<file path="src/rtl/vdd_trim_pkg.sv">
`timescale 1ns/1ps
package vdd_trim_pkg;
  localparam int CODE_W_D      = 8;
  localparam int CODE_MIN_D    = 61;   // ~24% duty
  localparam int CODE_MAX_D    = 225;  // ~88% duty
  localparam int DIV_W_D       = 16;
  localparam int DIV_DEFAULT_D = 2000; // 62.5 kHz at 125 MHz
  localparam int MRG_W_D       = 2;
  localparam int SYNC_N_D      = 2;

  typedef enum logic {
    VERDICT_SLOW = 1'b0,
    VERDICT_MET  = 1'b1
  } verdict_e;
endpackage

</file>
<file path="src/rtl/vtc_sync.sv">
`timescale 1ns/1ps
module vtc_sync #(
  parameter int SYNC_N = 2
) (
  input  logic clk_i,
  input  logic rst_ni,
  input  logic d_i,
  output logic q_o
);
  logic [SYNC_N-1:0] ff_q;

  for (genvar g = 0; g < SYNC_N; g++) begin : g_stage
    if (g == 0) begin : g_first
      always_ff @(posedge clk_i or negedge rst_ni)
        if (!rst_ni) ff_q[g] <= 1'b0;
        else         ff_q[g] <= d_i;
    end else begin : g_rest
      always_ff @(posedge clk_i or negedge rst_ni)
        if (!rst_ni) ff_q[g] <= 1'b0;
        else         ff_q[g] <= ff_q[g-1];
    end
  end

  assign q_o = ff_q[SYNC_N-1];
endmodule

</file>
<file path="src/rtl/vtc_rate_div.sv">
`timescale 1ns/1ps
module vtc_rate_div #(
  parameter int DIV_W       = 16,
  parameter int DIV_DEFAULT = 2000
) (
  input  logic             clk_i,
  input  logic             rst_ni,
  input  logic [DIV_W-1:0] div_i,
  output logic             tick_o
);
  localparam logic [DIV_W-1:0] DefReload = DIV_W'(DIV_DEFAULT);

  logic [DIV_W-1:0] cnt_q;
  logic [DIV_W-1:0] reload;

  assign reload = (div_i == '0) ? DefReload : div_i;
  assign tick_o = (cnt_q == '0);

  always_ff @(posedge clk_i or negedge rst_ni) begin
    if (!rst_ni)     cnt_q <= '0;
    else if (tick_o) cnt_q <= reload - 1'b1;
    else             cnt_q <= cnt_q - 1'b1;
  end
endmodule

</file>
<file path="src/rtl/vtc_step.sv">
`timescale 1ns/1ps
module vtc_step import vdd_trim_pkg::*; #(
  parameter int CODE_W   = 8,
  parameter int CODE_MIN = 61,
  parameter int CODE_MAX = 225,
  parameter int MRG_W    = 2
) (
  input  logic              clk_i,
  input  logic              rst_ni,
  input  logic              tick_i,
  input  logic              met_i,
  input  logic [MRG_W-1:0]  margin_i,
  output logic [CODE_W-1:0] code_o,
  output logic [MRG_W-1:0]  tap_o,
  output logic              strobe_o
);
  localparam logic [CODE_W-1:0] CodeLo = CODE_W'(CODE_MIN);
  localparam logic [CODE_W-1:0] CodeHi = CODE_W'(CODE_MAX);

  verdict_e verdict;
  assign verdict = verdict_e'(met_i);

  always_ff @(posedge clk_i or negedge rst_ni) begin
    if (!rst_ni) begin
      code_o   <= CodeHi;  // power up fast, walk down
      tap_o    <= '0;
      strobe_o <= 1'b0;
    end else begin
      strobe_o <= tick_i;
      if (tick_i) begin
        tap_o <= margin_i;
        if (verdict == VERDICT_MET) begin
          if (code_o > CodeLo) code_o <= code_o - 1'b1;
        end else begin
          if (code_o < CodeHi) code_o <= code_o + 1'b1;
        end
      end
    end
  end
endmodule

</file>
<file path="src/rtl/vtc_pwm.sv">
`timescale 1ns/1ps
module vtc_pwm #(
  parameter int CODE_W   = 8,
  parameter int CODE_MAX = 225
) (
  input  logic              clk_i,
  input  logic              rst_ni,
  input  logic              en_i,
  input  logic [CODE_W-1:0] code_i,
  output logic              pwm_o
);
  logic [CODE_W-1:0] pcnt_q;
  logic [CODE_W-1:0] duty_q;

  always_ff @(posedge clk_i or negedge rst_ni) begin
    if (!rst_ni) begin
      pcnt_q <= '0;
      duty_q <= CODE_W'(CODE_MAX);
    end else begin
      pcnt_q <= pcnt_q + 1'b1;
      if (&pcnt_q) duty_q <= code_i;  // new duty only at period boundary
    end
  end

  assign pwm_o = en_i & (pcnt_q < duty_q);
endmodule

</file>
<file path="src/rtl/vdd_trim_ctrl.sv">
`timescale 1ns/1ps
module vdd_trim_ctrl import vdd_trim_pkg::*; #(
  parameter int CODE_W      = CODE_W_D,
  parameter int CODE_MIN    = CODE_MIN_D,
  parameter int CODE_MAX    = CODE_MAX_D,
  parameter int DIV_W       = DIV_W_D,
  parameter int DIV_DEFAULT = DIV_DEFAULT_D,
  parameter int MRG_W       = MRG_W_D,
  parameter int SYNC_N      = SYNC_N_D
) (
  input  logic              clk_i,
  input  logic              rst_ni,
  input  logic              fast_i,
  input  logic [DIV_W-1:0]  div_i,
  input  logic [MRG_W-1:0]  margin_i,
  input  logic              pwm_en_i,
  output logic [CODE_W-1:0] code_o,
  output logic              pwm_o,
  output logic              strobe_o,
  output logic [MRG_W-1:0]  tap_o
);
  logic tick;
  logic met_sync;

  vtc_rate_div #(.DIV_W(DIV_W), .DIV_DEFAULT(DIV_DEFAULT)) u_div (
    .clk_i(clk_i), .rst_ni(rst_ni), .div_i(div_i), .tick_o(tick)
  );

  vtc_sync #(.SYNC_N(SYNC_N)) u_sync (
    .clk_i(clk_i), .rst_ni(rst_ni), .d_i(fast_i), .q_o(met_sync)
  );

  vtc_step #(
    .CODE_W(CODE_W), .CODE_MIN(CODE_MIN), .CODE_MAX(CODE_MAX), .MRG_W(MRG_W)
  ) u_step (
    .clk_i(clk_i), .rst_ni(rst_ni), .tick_i(tick), .met_i(met_sync),
    .margin_i(margin_i), .code_o(code_o), .tap_o(tap_o), .strobe_o(strobe_o)
  );

  vtc_pwm #(.CODE_W(CODE_W), .CODE_MAX(CODE_MAX)) u_pwm (
    .clk_i(clk_i), .rst_ni(rst_ni), .en_i(pwm_en_i), .code_i(code_o), .pwm_o(pwm_o)
  );
endmodule

</file>
<file path="config.mk">
export PLATFORM = sky130hd
export DESIGN_NAME = vdd_trim_ctrl
export DESIGN_NICKNAME = d
export VERILOG_FILES = /design/src/rtl/vdd_trim_pkg.sv /design/src/rtl/vtc_sync.sv /design/src/rtl/vtc_rate_div.sv /design/src/rtl/vtc_step.sv /design/src/rtl/vtc_pwm.sv /design/src/rtl/vdd_trim_ctrl.sv
export SDC_FILE = /design/constraint.sdc
export NUM_CORES = 1
export LEC_CHECK = 0
export BUFFER_PORTS_ARGS = -buffer_cell sky130_fd_sc_hd__buf_2
export CORE_MARGIN = 4
export CORE_UTILIZATION = 50
export DETAILED_ROUTE_END_ITERATION = 10
export HOLD_SLACK_MARGIN = 0.03
export PLACE_DENSITY = 0.71
export SYNTH_ARGS = -nofsm -noshare
export SYNTH_HDL_FRONTEND = slang
export SYNTH_SLANG_ARGS = --single-unit
</file>
<file path="constraint.sdc">
create_clock -name clk_i -period 7.2 [get_ports clk_i]
set_input_delay 2.16 -clock clk_i [delete_from_list [all_inputs] [get_ports clk_i]]
set_output_delay 2.16 -clock clk_i [all_outputs]
set_load 0.01 [all_outputs]
</file>
==> results.py <==
metrics = {
    "status": {
        "outcome": "finished clean",
    },
    "layout": {
        "final_util_pct": 57.25,
        "fill_cells": 459,
        "drive_gt1_share_pct": 20.47,
        "fin_nets": 335,
        "area_delta_synth_final_pct": 11.60,
        "n_antenna_cell": 0,
    },
    "worst_setup_path": {
        "critPathMaxFanout": 1,
        "crit_type": "in -> out",
        "critPathLaunchType": "input port",
        "worstPathRequired_ns": 5.04,
        "critPathCaptureType": "output port",
        "arrival_ns": 2.59,
    },
    "synthesis": {
        "syn_nets": 302,
        "yosys-top-cells-count": "dfrtp_1 (37), nand2_1 (22), nor2_1 (18), xnor2_1 (17), o21ai_0 (16)",
        "synth.largest_area_cell": "dfrtp_1",
        "postSynth.asyncResetShare_pct": 100.0,
        "yosysSeqAreaShare_pct": 43.36,
        "synth_warnings": 0,
        "ys_ff_latch": 45,
        "yosys_most_used_dff": "dfrtp_1",
        "synth_cells": 264,
        "synth_top_cells_by_area": "dfrtp_1 (35%), dfstp_2 (8.0%), ha_1 (7.2%)",
        "yosysTopAreaCellShare_pct": 35.34,
        "synth_edf_count": 0,
        "post-synth-top-count-cell": "dfrtp_1",
        "synth_area_sq_mm": 0.002620,
        "synth_area_per_cell_sq_um": 9.924,
        "synth_cell_types": 52,
    },
    "cts": {
        "htreeDepth": 2,
        "cts_tree": "done",
        "ctsRootBufferMaster": "clkbuf_8",
        "clk_latency_ns": 0.30,
        "ctsHoldBuffers": 0,
        "cts_sinks": 45,
        "cts_buffer_depth": 2,
        "post_cts_buffers": 0,
        "clk_pin_slew_ns": 0.08,
        "cts_made_buffers": 5,
        "ctsResizeCount": 0,
    },
    "pwr": {
        "p_sw_share_pct": 25.57,
        "max-vdd-ir-drop_mv": 0.09477,
        "p_leak_nw": 1.241,
        "p_seq_share_pct": 57.0,
        "pwr-share-comb_pct": 9.8,
        "switching_power_uw": 120.2,
        "totalPowerFinal_uw": 469.9,
        "p_int_uw": 349.8,
        "p_clk_share_pct": 33.2,
        "powerDensity_mw_per_mm2": 160.7,
    },
    "run": {
        "cap_viol_max_count": 0,
    },
    "die": {
        "start_util_pct": 51.30,
        "fp.dieW_um": 80.39,
        "dieArea_sq_mm": 0.006463,
        "pin_count": 34,
        "die_h_um": 80.39,
        "num_rows": 26,
        "coreArea_sq_mm": 0.005107,
    },
    "sta": {
        "tightest_slew_ns": 0.9778,
        "period_minus_slack_ns": 4.746,
        "setup_viol": 0,
        "fin_crit_sh_pct": 65.91,
        "max_freq_mhz": 210.7,
        "fin_skew_ns": 0.008448,
        "hold_viol_final": 0,
        "final.setup.tns_ns": 0,
        "slew_viol_final": 0,
        "slew_headroom_pct": 34.82,
        "rsz0062_at_grt": "false",
    },
    "detailed_routing": {
        "vias": 2009,
        "vias_per_cell": 5.459,
        "dr.first_iter.drc_count": 64,
        "totalWireLength_um": 5250,
        "ant_nets": 0,
        "drc": 0,
        "wl_per_cell_um": 14.27,
        "first_pass_iters": 4,
    },
    "global_route": {
        "grt_use_total_pct": 17.63,
        "antenna_found_initial": 0,
        "grt_max_degree": 46,
        "grt_pass1_wl_um": 8838,
        "grt_pass1_vias": 1871,
        "gr-total-overflow": 0,
    },
    "placed_design": {
        "dpl.hpwl_um": 3814,
        "io_buffers": 33,
        "gp_congestion": 0.8747,
    },
    "hold_path": {
        "hp-class": "reg -> reg",
    },
}
==> kinds of logic (layout without fill, tap and decap cells) <==
kind of cell / count (synthesis) / count (layout) / share of synthesized area [%]
AO/OA/AOI/OAI: 50 / 50 / 12.56
XOR/XNOR: 25 / 25 / 8.357
adder cells (fa/ha/maj): 16 / 16 / 7.927
buffers and inverters: 21 / 55 / 3.390
flip-flops: 45 / 45 / 43.36
multiplexers: 8 / 8 / 3.295
AND/OR/NAND/NOR: 99 / 99 / 21.11
==> worst max-delay path: stages <==
cell,delay (ns)
buf_2,0.08
nand3b_1,0.07
a31oi_1,0.13
buf_2,0.15
==> cells in the final DEF, fill, tap and decap left out, types with 5 or more instances in the layout <==
master / netlist / layout
nand3_1: 7 / 7
nand2_1: 22 / 22
clkbuf_8: 0 / 5
buf_2: 2 / 33
nor3_1: 8 / 8
ha_1: 15 / 15
a21oi_1: 9 / 9
dfstp_2: 8 / 8
nand2b_1: 5 / 5
nor4_1: 6 / 6
nor2_1: 18 / 18
o21ai_0: 16 / 16
mux2_2: 5 / 5
dfrtp_1: 37 / 37
xor2_1: 8 / 8
or3_1: 6 / 6
nor2b_1: 5 / 5
inv_1: 14 / 14
xnor2_1: 17 / 17
==> sequential cells by signal, indices dropped and copies added, names as in the netlist <==
signal,flops
u_div.cnt_q,16
u_step.code_o,8
u_sync.ff_q,1
u_pwm.duty_q,8
u_step.strobe_o,1
u_step.tap_o,2
u_sync.q_o,1
u_pwm.pcnt_q,8
==> power by group through the flow <==
stage	Combinational, mW	Sequential [mW]	Clock, mW
floorplan	0.0283	0.270	0
global placement	0.0456	0.272	0
detailed placement	0.0460	0.272	0
CTS	0.0463	0.268	0.162
global route	0.0512	0.268	0.172
finish	0.0461	0.268	0.156
==> metal layers <==
layer	GRT usage, %	vias to the layer above	part of all wire, %
met2	27.24	37	46
met1	24.25	955	48
met5	0	-	0
met3	4.372	11	4.4
li1	-	1006	-
met4	5.574	0	1.6
==> final timing paths <==
path	from	end	cells after the start	slack [ns]
worst min-delay path	u_sync.ff_q[0]	u_sync.q_o	0	0.35
worst max-delay path	pwm_en_i	pwm_o	4	2.45
worst max register to register	u_div.cnt_q[7]	u_div.cnt_q[14]	12	3.46
min in group asynchronous	rst_ni	u_step.tap_o[0]	1	2.01
worst min register to register	u_sync.ff_q[0]	u_sync.q_o	0	0.35
max in group asynchronous	rst_ni	u_div.cnt_q[7]	1	4.57
==> cell type report <==
class	count	area (sq um)	area share, %
Sequential cell	45	1136	38.85
Clock inverter	2	15.01	0.5135
Tap cell	70	87.58	2.995
Inverter	14	52.55	1.797
Timing Repair Buffer	33	165.2	5.648
Multi-Input combinational cell	198	1395	47.71
Clock buffer	6	72.57	2.482
==> through the flow <==
stage                     setup WS (ns)  hold slack [ns]  instance area, sq um  std cells
after floorplan                   2.587           0.3312                  2620        264
after global placement            2.477           0.3351                  2836        360
after detailed placement          2.451           0.3381                  2836        360
after CTS                         2.450           0.3566                  2924        368
after global routing              2.421           0.3635                  2924        368
final                             2.454           0.3533                  2924        368
Note: power is estimated with default switching activity, not from simulation.
